$ cat src/rtl/tmr_pkg.sv
package tmr_pkg;
  localparam int TMR_CNT_W  = 8;
  localparam int TMR_PRE_W  = 10;
  localparam int TMR_ADDR_W = 2;

  localparam logic [TMR_ADDR_W-1:0] A_CTRL = 2'd0;
  localparam logic [TMR_ADDR_W-1:0] A_CMP  = 2'd1;
  localparam logic [TMR_ADDR_W-1:0] A_CNT  = 2'd2;

  typedef enum logic [1:0] {
    ACT_OFF = 2'b00,
    ACT_TGL = 2'b01,
    ACT_LOW = 2'b10,
    ACT_HIGH = 2'b11
  } act_e;

  typedef struct packed {
    logic       pwm_en;
    act_e       act;
    logic       restart;
    logic [2:0] clk_sel;
  } ctrl_t;

  // Number of low divider bits that must be all ones for a tick.
  function automatic int unsigned div_shift(input logic [2:0] sel);
    case (sel)
      3'd2: div_shift = 3;
      3'd3: div_shift = 5;
      3'd4: div_shift = 6;
      3'd5: div_shift = 7;
      3'd6: div_shift = 8;
      3'd7: div_shift = 10;
      default: div_shift = 0;
    endcase
  endfunction

  function automatic logic [TMR_PRE_W-1:0] div_mask(input logic [2:0] sel);
    logic [TMR_PRE_W:0] one_hot;
    one_hot  = (TMR_PRE_W+1)'(1) << div_shift(sel);
    div_mask = TMR_PRE_W'(one_hot - 1'b1);
  endfunction

  function automatic logic next_line(input act_e act, input logic cur);
    case (act)
      ACT_TGL:  next_line = ~cur;
      ACT_LOW:  next_line = 1'b0;
      ACT_HIGH: next_line = 1'b1;
      default:  next_line = cur;
    endcase
  endfunction
endpackage

$ cat src/rtl/tmr_regs.sv
module tmr_regs
  import tmr_pkg::*;
#(
  parameter int CNT_W  = TMR_CNT_W,
  parameter int ADDR_W = TMR_ADDR_W
) (
  input  logic              clk,
  input  logic              rst_n,
  input  logic              we_i,
  input  logic [ADDR_W-1:0] addr_i,
  input  logic [7:0]        wdata_i,
  input  logic [CNT_W-1:0]  count_i,
  output ctrl_t             ctrl_o,
  output logic [CNT_W-1:0]  cmp_o,
  output logic [7:0]        rdata_o
);
  localparam int CTRL_W = $bits(ctrl_t);

  ctrl_t            ctrl_q;
  logic [CNT_W-1:0] cmp_q;

  always_ff @(posedge clk or negedge rst_n) begin
    if (!rst_n) begin
      ctrl_q <= '0;
      cmp_q  <= '0;
    end else if (we_i) begin
      if (addr_i == A_CTRL) ctrl_q <= ctrl_t'(wdata_i[CTRL_W-1:0]);
      if (addr_i == A_CMP)  cmp_q  <= wdata_i[CNT_W-1:0];
    end
  end

  always_comb begin
    case (addr_i)
      A_CTRL:  rdata_o = 8'({1'b0, ctrl_q});
      A_CMP:   rdata_o = 8'(cmp_q);
      A_CNT:   rdata_o = 8'(count_i);
      default: rdata_o = 8'h00;
    endcase
  end

  assign ctrl_o = ctrl_q;
  assign cmp_o  = cmp_q;

  p_ctrl_wr_r2: assert property (@(posedge clk) disable iff (!rst_n)
    (we_i && addr_i == A_CTRL) |=> (ctrl_q == $past(wdata_i[CTRL_W-1:0])));
endmodule

$ cat src/rtl/tmr_prescaler.sv
module tmr_prescaler
  import tmr_pkg::*;
#(
  parameter int PRE_W = TMR_PRE_W
) (
  input  logic       clk,
  input  logic       rst_n,
  input  logic [2:0] sel_i,
  output logic       en_o,
  output logic       tick_o
);
  logic [PRE_W-1:0] pre_q;
  logic [PRE_W-1:0] mask_w;

  assign en_o   = (sel_i != 3'd0);
  assign mask_w = div_mask(sel_i);
  assign tick_o = en_o && ((pre_q & mask_w) == mask_w);

  always_ff @(posedge clk or negedge rst_n) begin
    if (!rst_n)      pre_q <= '0;
    else if (!en_o)  pre_q <= '0;
    else             pre_q <= pre_q + 1'b1;
  end

  // a divided tick is never followed at once by another with the same select
  p_tick_gap_r5: assert property (@(posedge clk) disable iff (!rst_n)
    (tick_o && mask_w != '0) |=> (!tick_o || sel_i != $past(sel_i)));
endmodule

$ cat src/rtl/tmr_counter.sv
module tmr_counter
  import tmr_pkg::*;
#(
  parameter int CNT_W = TMR_CNT_W
) (
  input  logic             clk,
  input  logic             rst_n,
  input  logic             en_i,
  input  logic             tick_i,
  input  logic             restart_i,
  input  logic [CNT_W-1:0] cmp_i,
  output logic [CNT_W-1:0] count_o,
  output logic             match_o
);
  logic [CNT_W-1:0] count_q;
  logic             fresh_q;   // count holds a value loaded on the last edge
  logic             clear_w;

  assign match_o = en_i && fresh_q && (count_q == cmp_i);
  assign clear_w = restart_i && match_o;

  always_ff @(posedge clk or negedge rst_n) begin
    if (!rst_n) begin
      count_q <= '0;
      fresh_q <= 1'b0;
    end else begin
      fresh_q <= tick_i || clear_w;
      if (clear_w)     count_q <= '0;
      else if (tick_i) count_q <= count_q + 1'b1;
    end
  end

  assign count_o = count_q;

  p_frozen_r3: assert property (@(posedge clk) disable iff (!rst_n)
    !en_i |=> (count_q == $past(count_q)));
  p_restart_r6: assert property (@(posedge clk) disable iff (!rst_n)
    (restart_i && match_o) |=> (count_q == '0));
  p_free_run_r8: assert property (@(posedge clk) disable iff (!rst_n)
    (!restart_i && tick_i) |=> (count_q == $past(count_q) + 1'b1));
endmodule

$ cat src/rtl/tmr_cmp_out.sv
module tmr_cmp_out
  import tmr_pkg::*;
(
  input  logic clk,
  input  logic rst_n,
  input  logic match_i,
  input  act_e act_i,
  input  logic dir_i,
  output logic line_o,
  output logic oe_o,
  output logic pulse_o
);
  logic line_q;
  logic pulse_q;

  always_ff @(posedge clk or negedge rst_n) begin
    if (!rst_n) begin
      line_q  <= 1'b0;
      pulse_q <= 1'b0;
    end else begin
      pulse_q <= match_i;
      if (match_i) line_q <= next_line(act_i, line_q);
    end
  end

  assign line_o  = line_q;
  assign pulse_o = pulse_q;
  assign oe_o    = dir_i && (act_i != ACT_OFF);

  p_toggle_r9: assert property (@(posedge clk) disable iff (!rst_n)
    (match_i && act_i == ACT_TGL) |=> (line_q != $past(line_q)));
  p_hold_r9: assert property (@(posedge clk) disable iff (!rst_n)
    !match_i |=> $stable(line_q));
endmodule

$ cat src/rtl/tmr_cmp_top.sv
module tmr_cmp_top
  import tmr_pkg::*;
#(
  parameter int CNT_W  = TMR_CNT_W,
  parameter int PRE_W  = TMR_PRE_W,
  parameter int ADDR_W = TMR_ADDR_W
) (
  input  logic              clk,
  input  logic              rst_n,
  input  logic              bus_we,
  input  logic [ADDR_W-1:0] bus_addr,
  input  logic [7:0]        bus_wdata,
  output logic [7:0]        bus_rdata,
  input  logic              dir_bit,
  output logic              cmp_out,
  output logic              cmp_oe,
  output logic              match_pulse
);
  ctrl_t            ctrl_w;
  logic [CNT_W-1:0] cmp_w;
  logic [CNT_W-1:0] count_w;
  logic             en_w;
  logic             tick_w;
  logic             match_w;

  tmr_regs #(.CNT_W(CNT_W), .ADDR_W(ADDR_W)) u_regs (
    .clk(clk), .rst_n(rst_n), .we_i(bus_we), .addr_i(bus_addr),
    .wdata_i(bus_wdata), .count_i(count_w), .ctrl_o(ctrl_w),
    .cmp_o(cmp_w), .rdata_o(bus_rdata)
  );

  tmr_prescaler #(.PRE_W(PRE_W)) u_pre (
    .clk(clk), .rst_n(rst_n), .sel_i(ctrl_w.clk_sel),
    .en_o(en_w), .tick_o(tick_w)
  );

  tmr_counter #(.CNT_W(CNT_W)) u_cnt (
    .clk(clk), .rst_n(rst_n), .en_i(en_w), .tick_i(tick_w),
    .restart_i(ctrl_w.restart), .cmp_i(cmp_w),
    .count_o(count_w), .match_o(match_w)
  );

  tmr_cmp_out u_out (
    .clk(clk), .rst_n(rst_n), .match_i(match_w), .act_i(ctrl_w.act),
    .dir_i(dir_bit), .line_o(cmp_out), .oe_o(cmp_oe), .pulse_o(match_pulse)
  );

  // the flag lands together with the restart to zero
  p_flag_zero_r7: assert property (@(posedge clk) disable iff (!rst_n)
    (match_pulse && $past(ctrl_w.restart) && $past(en_w)) |-> (count_w == '0));
  p_oe_dir_r10: assert property (@(posedge clk) disable iff (!rst_n)
    cmp_oe |-> (dir_bit && ctrl_w.act != ACT_OFF));
endmodule

$ cat config.mk
export PLATFORM = sky130hd
export DESIGN_NAME = tmr_cmp_top
export DESIGN_NICKNAME = d
export VERILOG_FILES = /design/src/rtl/tmr_pkg.sv /design/src/rtl/tmr_regs.sv /design/src/rtl/tmr_prescaler.sv /design/src/rtl/tmr_counter.sv /design/src/rtl/tmr_cmp_out.sv /design/src/rtl/tmr_cmp_top.sv
export SDC_FILE = /design/constraint.sdc
export NUM_CORES = 1
export LEC_CHECK = 0
export BUFFER_PORTS_ARGS = -buffer_cell sky130_fd_sc_hd__buf_2
export CAP_MARGIN = 15
export CORE_ASPECT_RATIO = 1.2
export CORE_MARGIN = 5
export CORE_UTILIZATION = 45
export DETAILED_ROUTE_END_ITERATION = 12
export PLACE_DENSITY_LB_ADDON = 0.25
export SLEW_MARGIN = 20
export SYNTH_ARGS = -nofsm -noshare
export SYNTH_HDL_FRONTEND = slang
export SYNTH_HIERARCHICAL = 1
export SYNTH_SLANG_ARGS = --single-unit
export TNS_END_PERCENT = 30
$ cat constraint.sdc
create_clock -name clk -period 2.9 [get_ports clk]
set_clock_uncertainty 0.2 [all_clocks]
set_input_delay 0.145 -clock clk [delete_from_list [all_inputs] [get_ports clk]]
set_output_delay 0.145 -clock clk [all_outputs]
set_load 0.02 [all_outputs]
==> results.ini, run 1 <==
[sta]
rsz0062_at_grt = false
drv_slew = 0
period_needed_ns = 2.71
finalSetupViolations = 0
worst_slew_pin_slew_ns = 0.812
setup_tns_ns = 0
max_clock_freq_ghz = 0.370
hold_viol_final = 0
fin_crit_sh = 0.933
max_slew_margin = 0.459

[global_route]
grt_pass1_vias = 1434
track_usage = 0.152
grt_pass1_wl_um = 6730
grt.busiest_layer = met2
use_met3 = 0.0351
grt_use_met2 = 0.277
antenna_found_initial = 0
grt_max_degree = 37
overflow = 0
grt_use_met1 = 0.163

[floorplan]
ios = 25
core_area_sq_um = 4230
dieWidth_um = 70.3
start_util = 0.464
die_area_sq_um = 5790
die-height_um = 82.3
num_rows = 26

[placement]
gp_congestion = 0.898
numPortBuffers = 24
post-dp-hpwl_um = 3000

[cells_and_area]
antenna_cells = 0
final_nets = 231
multi_input_area_sq_um = 1020
area_growth_pct = 18.3
n_fill_cell = 401
drive_gt1_frac = 0.274
seq_area_sq_um = 901
fin_util = 0.549

[outcome]
status = finished, final reports clean

[power_and_ir_drop]
peakVddDrop_v = 0.000361
p_per_area_nw_per_um2 = 670
p_leak_nw = 1.02

[setup_path]
end_kind = flop
worstSetupPathType = reg2reg
path_cells = or2_4 -> ha_1 -> inv_1 -> o22ai_1 -> a2111oi_2 -> o2111a_2 -> nand4_1 -> nor3_2 -> xnor2_1 -> nor2_1
cpMaxStageDelayCell = dfrtp_1
arrival_ns = 2.67
cp_max_fo = 9
cp_slowest_stage_delay_ns = 0.48
cp-start-kind = flop
required_ns = 2.86

[clock_network]
h-tree-depth = 2
clk_pin_slew_ns = 0.07
cts_buffer_depth = 2
cts-root-buf = clkbuf_8
cts_made_buffers = 5
clk_latency_ns = 0.29
cts_setup_buffers = 0
clkSinkCount = 36
tritoncts = done

[routing]
drc = 0
viasPerCell = 5.37
vias = 1456
wl_per_cell_um = 15.1
ant_nets = 0
routed_wirelength_um = 4100
drtIter0Drc = 94
drt_pass1_iterations = 4

[synthesis]
avgSynthCellArea_sq_um = 11.1
syn_nets = 194
ys_warn_count = 6
synth_area_sq_um = 1960
synth_edf_count = 0
synth_async_sr_flop_share = 1.00
ys.flop_type = dfrtp_1
synth_cell_types = 39
synthCells = 177
ys_seq_area_frac = 0.459
ys_ff_latch = 36

[min_path]
hold_class = in2reg

[run]
drv_cap = 0

-- cell type report --
| cell class | count | share of cell area |
|---|---|---|
| sequential | 36 | 0.388 |
| clock buffer | 7 | 0.0372 |
| tap | 56 | 0.0302 |
| timing repair buffer | 34 | 0.0938 |
| multi-input combinational | 131 | 0.438 |
| inverter | 6 | 0.00970 |
| clock inverter | 1 | 0.00323 |
-- worst max-delay path: cells and delay by family (launching register included) --
family / cells / cell delay (ns)
AO/OA/AOI/OAI: 3 / 0.63
buffers and inverters: 1 / 0.08
AND/OR/NAND/NOR: 4 / 0.81
XOR/XNOR: 1 / 0.14
flip-flops: 1 / 0.48
adder cells (fa/ha/maj): 1 / 0.24
-- where the power goes --
part	total [mW]	internal, mW	switching (mW)	leakage [nW]
Sequential	0.746	0.604	0.142	0.455
Combinational	0.431	0.212	0.219	0.523
Clock	0.377	0.193	0.184	0.0445
Total	1.55	1.01	0.545	1.02
-- cell usage after synthesis (all sizes together), types with 3 or more instances --
cell type	n	area, sq um
xor2	10	87.6
mux2	16	180
ha	3	37.5
o21ai	4	20.0
nand2	10	45.0
a21oi	3	15.0
dfrtp	36	901
nand4	3	18.8
xnor2	12	105
o2bb2ai	8	70.1
nand3	5	25.0
nor2	25	96.4
inv	6	22.5
mux2i	9	90.1
buf	4	28.8
-- metal layers --
layer / part of all wire / vias up
li1: - / 696
met1: 0.39 / 710
met2: 0.54 / 39
met3: 0.038 / 11
met4: 0.028 / 0
met5: 0 / -
-- cells in the final DEF, fill, tap and decap left out, drive strengths merged, types with 3 or more instances in the layout --
| cell | synthesis | layout |
|---|---|---|
| dfrtp | 36 | 36 |
| clkbuf | 0 | 7 |
| a21oi | 3 | 3 |
| o21ai | 4 | 4 |
| xor2 | 10 | 10 |
| buf | 4 | 25 |
| xnor2 | 12 | 12 |
| inv | 6 | 6 |
| nand2 | 10 | 10 |
| o2bb2ai | 8 | 8 |
| dlygate4sd3 | 0 | 9 |
| nor2 | 25 | 25 |
| ha | 3 | 3 |
| mux2 | 16 | 16 |
| nand3 | 5 | 5 |
| mux2i | 9 | 9 |
| nand4 | 3 | 3 |
-- path summary, 6_finish.rpt --
kind | start | end | slack, ns | depth (start not counted)
min in group asynchronous | rst_n | u_pre/pre_q[4] | 0.27 | 2
worst max register to register | u_regs/ctrl_o[1] | u_cnt/count_o[7] | 0.19 | 10
worst min-delay path | bus_we | u_regs/cmp_o[4] | 0.12 | 3
max in group asynchronous | rst_n | u_cnt/count_o[6] | 1.71 | 2
worst min register to register | u_regs/ctrl_o[6] | u_regs/ctrl_o[6] | 0.31 | 1
worst max-delay path | u_regs/ctrl_o[1] | u_cnt/count_o[7] | 0.19 | 10
-- cells by family (layout without fill, tap and decap cells) --
kind of cell,after synthesis,in the layout,synth area share
compound gates,23,23,0.0893
xor+xnor,22,22,0.0982
fa+ha+maj,3,3,0.0191
buf+inv,10,48,0.0261
flops,36,36,0.459
mux,25,25,0.138
other cells,1,1,0.00191
simple gates,57,57,0.168
-- flip-flops by register name, indices dropped and copies added (netlist names) --
name,cells
u_out/line_o,1
u_cnt/fresh_q,1
u_out/pulse_o,1
u_cnt/count_o,8
u_regs/ctrl_o,7
u_pre/pre_q,10
u_regs/cmp_o,8
-- metrics by stage --
stage	instances	worst slack [ns]	power, mW	hold WS (ns)	cell area (sq um)
after detailed placement	254	0.122	1.18	0.0819	2130
final	271	0.194	1.55	0.123	2320
after global routing	271	0.0108	1.65	0.121	2320
after CTS	271	0.105	1.56	0.128	2310
after floorplan	177	0.357	1.04	-0.351	1960
after global placement	254	0.267	1.15	0.0707	2130
-- timing repair --
action / in CTS / in global routing
endpoints found under the hold margin: 51 / 0
hold buffers: 9 / 0
endpoints found under the setup margin: 0 / 1
resized for setup: 0 / 2
(Power assumes the default switching activity.)
==> run 2, diff against run 1 <==
- CORE_ASPECT_RATIO: 1.2 -> default
- CORE_UTILIZATION: 45 -> 57
- clock period: 2.9 -> 2.7 ns (I/O delays scaled with it)
==> results.ini, run 2 (synthesis gave the netlist of run 1 again) <==
[outcome]
status = finished, final reports clean  ; unchanged

[routing]
routed_wirelength_um = 4180  ; was 4100 um
viasPerCell = 5.51  ; was 5.37
drc = 0  ; unchanged
drt_pass1_iterations = 4  ; unchanged
ant_nets = 0  ; unchanged
wl_per_cell_um = 15.7  ; was 15.1 um
vias = 1465  ; was 1456
drtIter0Drc = 86  ; was 94

[global_route]
antenna_found_initial = 0  ; unchanged
grt_pass1_wl_um = 7090  ; was 6730 um
grt_max_degree = 37  ; unchanged
overflow = 0  ; unchanged
track_usage = 0.208  ; was 0.152
grt_pass1_vias = 1558  ; was 1434

[setup_path]
cp_slowest_stage_delay_ns = 0.40  ; was 0.48 ns
end_kind = flop  ; unchanged
regToRegEndpoint = u_cnt/count_o[7]  ; unchanged
cp_max_fo = 4  ; was 9
rrSetupSlack_ns = 0.15  ; was 0.19 ns
arrival_ns = 2.58  ; was 2.67 ns
path_cells = or2_4 -> ha_1 -> inv_1 -> o22ai_1 -> a2111oi_2 -> o2111a_1 -> nand4_1 -> nor3_2 -> xnor2_1 -> nor2_1  ; was or2_4 -> ha_1 -> inv_1 -> o22ai_1 -> a2111oi_2 -> o2111a_2 -> nand4_1 -> nor3_2 -> xnor2_1 -> nor2_1
cpMaxStageDelayCell = dfrtp_1  ; unchanged
timing.rr.start = u_regs/ctrl_o[1]  ; unchanged
required_ns = 2.73  ; was 2.86 ns
worstSetupPathType = reg2reg  ; unchanged
reg2reg_depth = 10  ; unchanged
cp-start-kind = flop  ; unchanged

[floorplan]
die_area_sq_um = 4710  ; was 5790 sq um
dieWidth_um = 68.7  ; was 70.3 um
core_area_sq_um = 3340  ; was 4230 sq um
ios = 25  ; unchanged
die-height_um = 68.7  ; was 82.3 um
num_rows = 21  ; was 26
start_util = 0.588  ; was 0.464

[cells_and_area]
final_nets = 236  ; was 231
regMostFlops = u_pre/pre_q  ; unchanged
drive_gt1_frac = 0.286  ; was 0.274
area_growth_pct = 17.9  ; was 18.3%
mostFrequentLayoutCell = dfrtp_1  ; unchanged
antenna_cells = 0  ; unchanged
layout_common_cells = dfrtp_1, buf_2, nor2_1  ; unchanged
finalInstanceArea_sq_um = 2310  ; was 2320 sq um
fin_util = 0.693  ; was 0.549
n_fill_cell = 266  ; was 401
fin_cells = 266  ; was 271
largest_reg_flops = 10  ; unchanged

[sta]
worst_slew_pin_slew_ns = 0.795  ; was 0.812 ns
finalSetupViolations = 0  ; unchanged
worst_slack_ns = 0.147  ; was 0.194 ns
max_clock_freq_ghz = 0.392  ; was 0.370 GHz
period_needed_ns = 2.55  ; was 2.71 ns
holdWs_ns = 0.0469  ; was 0.123 ns
max_slew_margin = 0.470  ; was 0.459
drv_slew = 0  ; unchanged
hold_viol_final = 0  ; unchanged
fin_crit_sh = 0.946  ; was 0.933
setup_tns_ns = 0  ; unchanged

[clock_network]
clk_pin_slew_ns = 0.11  ; was 0.07 ns
clk_latency_ns = 0.35  ; was 0.29 ns
h-tree-depth = 2  ; unchanged
tritoncts = done  ; unchanged
clkSinkCount = 36  ; unchanged
cts-root-buf = clkbuf_4  ; was clkbuf_8
cts_made_buffers = 5  ; unchanged
cts_buffer_depth = 2  ; unchanged

[power_and_ir_drop]
p_comb_frac = 0.321  ; was 0.277
p_sw_mw = 0.585  ; was 0.545 mW
sequentialPowerShare = 0.486  ; was 0.480
clock_power_share = 0.192  ; was 0.242
p_per_area_nw_per_um2 = 696  ; was 670 nW/um^2
peakVddDrop_v = 0.000355  ; was 0.000361 V
switching_share = 0.363  ; was 0.351
finalPower_mw = 1.61  ; was 1.55 mW
internal_power_mw = 1.03  ; was 1.01 mW
p_leak_nw = 1.04  ; was 1.02 nW

[min_path]
hold_depth = 3  ; unchanged
hold_class = in2reg  ; unchanged
hp-start = bus_we  ; unchanged
min_to = u_regs/cmp_o[7]  ; was u_regs/cmp_o[4]

[placement]
post-place-ws_ns = 0.158  ; was 0.122 ns
gp_congestion = 0.838  ; was 0.898
numPortBuffers = 24  ; unchanged
postPlaceCellArea_sq_um = 2160  ; was 2130 sq um
post-place-cells = 249  ; was 254
post-dp-hpwl_um = 3000  ; about the same

[run]
drv_cap = 0  ; unchanged

run 2: power groups by stage:
stage | clock [mW] | combinational [mW] | sequential (mW)
2_1_floorplan | 0 | 0.346 | 0.774
3_3_place_gp | 0 | 0.478 | 0.791
3_5_place_dp | 0 | 0.505 | 0.793
4_1_cts | 0.317 | 0.515 | 0.782
5_1_grt | 0.345 | 0.569 | 0.797
6_report | 0.310 | 0.518 | 0.783
run 2: critical path: cells and delay by family, from the launching register on:
kind / cells / cell delay [ns]
fa+ha+maj: 1 / 0.24
simple gates: 4 / 0.72
flops: 1 / 0.40
compound gates: 3 / 0.63
xor+xnor: 1 / 0.14
buf+inv: 1 / 0.10
run 2: worst max path at each step:
stage / startpoint / endpoint / slack (ns) / cells past startpoint
finish: u_regs/ctrl_o[1] / u_cnt/count_o[7] / 0.15 / 10
global route: u_regs/ctrl_o[1] / u_cnt/count_o[7] / -0.006 / 10
CTS: u_regs/ctrl_o[1] / u_cnt/count_o[7] / 0.15 / 10
detailed placement: u_regs/ctrl_o[1] / u_cnt/count_o[7] / 0.16 / 10
global placement: u_regs/ctrl_o[1] / u_cnt/count_o[7] / 0.26 / 10
floorplan: u_regs/ctrl_o[2] / u_out/line_o / 0.16 / 9
run 2: what timing repair did:
| item | CTS | global route |
|---|---|---|
| hold buffers | 9 | 0 |
| endpoints found under the hold margin | 51 | 0 |
| setup endpoints to repair | 0 | 1 |
| gates resized for setup | 0 | 1 |
| setup buffers | 0 | 0 |
run 2: layout make-up:
class,count,area (sq um),area share
clock buffers,7,55.1,0.0238
clock inverters,1,7.51,0.00324
inverters,6,22.5,0.00973
multi-input cells,131,1010,0.439
flip-flops and latches,36,901,0.389
well taps,46,57.6,0.0249
repair buffers,39,255,0.110
run 2: per-layer routing:
layer  vias to the layer above  track usage  share of wire
li1                        698            -              -
met1                       727        0.235           0.40
met2                        32        0.368           0.54
met3                         8       0.0519          0.039
met4                         0       0.0893          0.022
met5                         -            0              0
==> run 3, diff against run 2 <==
- CAP_MARGIN: 15 -> default
- SYNTH_HIERARCHICAL: 1 -> default
==> results.ini, run 3 <==
[sta]
hold_viol_final = 0  ; unchanged
setup_tns_ns = 0  ; unchanged
holdWs_ns = 0.158  ; was 0.0469 ns
rsz0062_at_grt = false
fin_crit_sh = 0.939  ; was 0.946
drv_slew = 0  ; unchanged
max_clock_freq_ghz = 0.395  ; was 0.392 GHz
worst_slack_ns = 0.166  ; was 0.147 ns
period_needed_ns = 2.53  ; was 2.55 ns
worst_slew_pin_slew_ns = 0.819  ; was 0.795 ns
max_slew_margin = 0.454  ; was 0.470
finalSetupViolations = 0  ; unchanged

[placement]
gp_congestion = 0.856  ; was 0.838
postPlaceCellArea_sq_um = 2180  ; was 2160 sq um
post-dp-hpwl_um = 3130  ; was 3000 um
numPortBuffers = 24  ; unchanged
post-place-ws_ns = 0.182  ; was 0.158 ns
post-place-cells = 265  ; was 249

[routing]
drtIter0Drc = 103  ; was 86
viasPerCell = 5.94  ; was 5.51
ant_nets = 0  ; unchanged
drc = 0  ; unchanged
drt_pass1_iterations = 4  ; unchanged
wl_per_cell_um = 15.9  ; was 15.7 um
vias = 1676  ; was 1465
routed_wirelength_um = 4490  ; was 4180 um

[setup_path]
end_kind = flop  ; unchanged
rrSetupSlack_ns = 0.17  ; was 0.15 ns
worstSetupPathType = reg2reg  ; unchanged
reg2reg_depth = 7  ; was 10
regToRegEndpoint = u_cnt.count_o[7]  ; was u_cnt/count_o[7]
cp_max_fo = 4  ; unchanged
arrival_ns = 2.61  ; was 2.58 ns
cp-start-kind = flop  ; unchanged
crit_start = u_regs.ctrl_o[2]  ; was u_regs/ctrl_o[1]
timing.rr.start = u_regs.ctrl_o[2]  ; was u_regs/ctrl_o[1]
required_ns = 2.78  ; was 2.73 ns

[cells_and_area]
area_growth_pct = 16.4  ; was 17.9%
final_nets = 252  ; was 236
finalInstanceArea_sq_um = 2330  ; was 2310 sq um
n_fill_cell = 269  ; was 266
fin_cells = 282  ; was 266
antenna_cells = 0  ; unchanged
regMostFlops = u_pre.pre_q  ; was u_pre/pre_q
layout_common_cells = dfrtp_1, nand2_1, buf_2  ; was dfrtp_1, buf_2, nor2_1
fin_util = 0.692  ; was 0.693
mostFrequentLayoutCell = dfrtp_1  ; unchanged
drive_gt1_frac = 0.229  ; was 0.286
largest_reg_flops = 10  ; unchanged

[clock_network]
clkSinkCount = 36  ; unchanged
clk_pin_slew_ns = 0.11  ; about the same
cts_setup_buffers = 0  ; unchanged
clk_latency_ns = 0.35  ; about the same
cts_made_buffers = 5  ; unchanged
h-tree-depth = 2  ; unchanged
cts_buffer_depth = 2  ; unchanged
cts-root-buf = clkbuf_4  ; unchanged
post_cts_resized = 0  ; unchanged
tritoncts = done  ; unchanged

[outcome]
status = finished, final reports clean  ; unchanged

[synthesis]
synth_area_sq_um = 2000  ; was 1960 sq um
ys_seq_area_frac = 0.451  ; was 0.459
ys_ff_latch = 36  ; unchanged
synth_edf_count = 0  ; unchanged
synth_cell_types = 40  ; was 39
avgSynthCellArea_sq_um = 10.0  ; was 11.1 sq um
yosysMostFrequentCell = dfrtp_1  ; unchanged
synthCells = 199  ; was 177
ys_top_cells_by_count = dfrtp_1, nand2_1, mux2_2, mux2i_1, o21ai_0  ; was dfrtp_1, nor2_1, mux2_2, xnor2_1, xor2_1
ys_warn_count = 0  ; was 6
ys_top_cells_by_area = dfrtp_1, mux2_2, mux2i_1  ; was dfrtp_1, mux2_2, xnor2_1
ys.flop_type = dfrtp_1  ; unchanged
yosysTopAreaCellShare = 0.451  ; was 0.459
synth_area_leader_cell = dfrtp_1  ; unchanged
syn_nets = 216  ; was 194
synth_async_sr_flop_share = 1.00  ; unchanged

[global_route]
overflow = 0  ; unchanged
grt_max_degree = 37  ; unchanged
antenna_found_initial = 0  ; unchanged
grt_pass1_vias = 1594  ; was 1558
grt_pass1_wl_um = 7530  ; was 7090 um
track_usage = 0.197  ; was 0.208

[run]
drv_cap = 0  ; unchanged

[min_path]
hold_class = in2reg  ; unchanged
min_to = u_regs.ctrl_o[5]  ; was u_regs/cmp_o[7]
hold_depth = 5  ; was 3
hp-start = bus_we  ; unchanged

[floorplan]
num_rows = 21  ; unchanged
die_area_sq_um = 4790  ; was 4710 sq um
start_util = 0.594  ; was 0.588
die-height_um = 69.2  ; was 68.7 um
core_area_sq_um = 3360  ; was 3340 sq um
ios = 25  ; unchanged
dieWidth_um = 69.2  ; was 68.7 um

[power_and_ir_drop]
peakVddDrop_v = 0.000473  ; was 0.000355 V
p_per_area_nw_per_um2 = 783  ; was 696 nW/um^2
finalPower_mw = 1.82  ; was 1.61 mW
p_leak_nw = 1.09  ; was 1.04 nW

run 3: cell count changes after synthesis, moves of 3 or more:
cell	previous run	this run
o2bb2ai_1	8	0
nor2_1	24	9
inv_1	6	2
nand2_1	9	25
o21ai_0	4	13
mux2i_1	9	14
and4_1	0	3
nand4_1	3	7
xnor2_1	12	2
nand2b_1	0	6
nor2b_1	2	5
or3_1	1	5
clkbuf_1	0	8
run 3: report_power, final:
part | internal, mW | switching [mW]
Sequential | 0.676 | 0.212
Combinational | 0.304 | 0.319
Clock | 0.124 | 0.188
run 3: critical path: stages, from the launching register on:
cell      delay, ns
dfrtp_1        0.39
or2_2          0.29
ha_1           0.24
inv_1          0.10
o22ai_1        0.12
a2111o_1       0.45
or4_1          0.50
a22oi_1        0.16
run 3: per-layer routing:
metal  part of all wire  wire length (um)  global-route usage  up-vias
met3              0.063               281              0.0609        8
met1               0.45              2010               0.263      822
met4              0.018                80              0.0781        0
li1                   -                 -                   -      782
met5                  0                 0                   0        -
met2               0.47              2120               0.300       64
run 3: worst max-delay path by stage:
stage                       end  cells after the start
2_1_floorplan  u_cnt.count_o[7]                      8
3_3_place_gp   u_cnt.count_o[7]                      7
3_5_place_dp   u_cnt.count_o[7]                      7
4_1_cts        u_cnt.count_o[7]                      7
5_1_grt        u_cnt.count_o[7]                      7
6_report       u_cnt.count_o[7]                      7
run 3: layout make-up:
type | instances | area, sq um | area share
Multi-Input combinational cell | 151 | 1040 | 0.449
Sequential cell | 36 | 901 | 0.387
Timing Repair Buffer | 39 | 255 | 0.110
Tap cell | 46 | 57.6 | 0.0247
Clock buffer | 6 | 51.3 | 0.0220
Clock inverter | 2 | 10.0 | 0.00430
Inverter | 2 | 7.51 | 0.00323
run 3: logic make-up after synthesis:
group | share of synthesized area
AO/OA/AOI/OAI | 0.0964
XOR/XNOR | 0.0569
adder cells (fa/ha/maj) | 0.0188
buffers and inverters | 0.0269
flip-flops | 0.451
multiplexers | 0.149
other | 0.00188
AND/OR/NAND/NOR | 0.200
run 3: what timing repair did:
action,CTS,global route
hold buffers,9,0
endpoints found under the setup margin,0,0
hold endpoints to repair,51,0
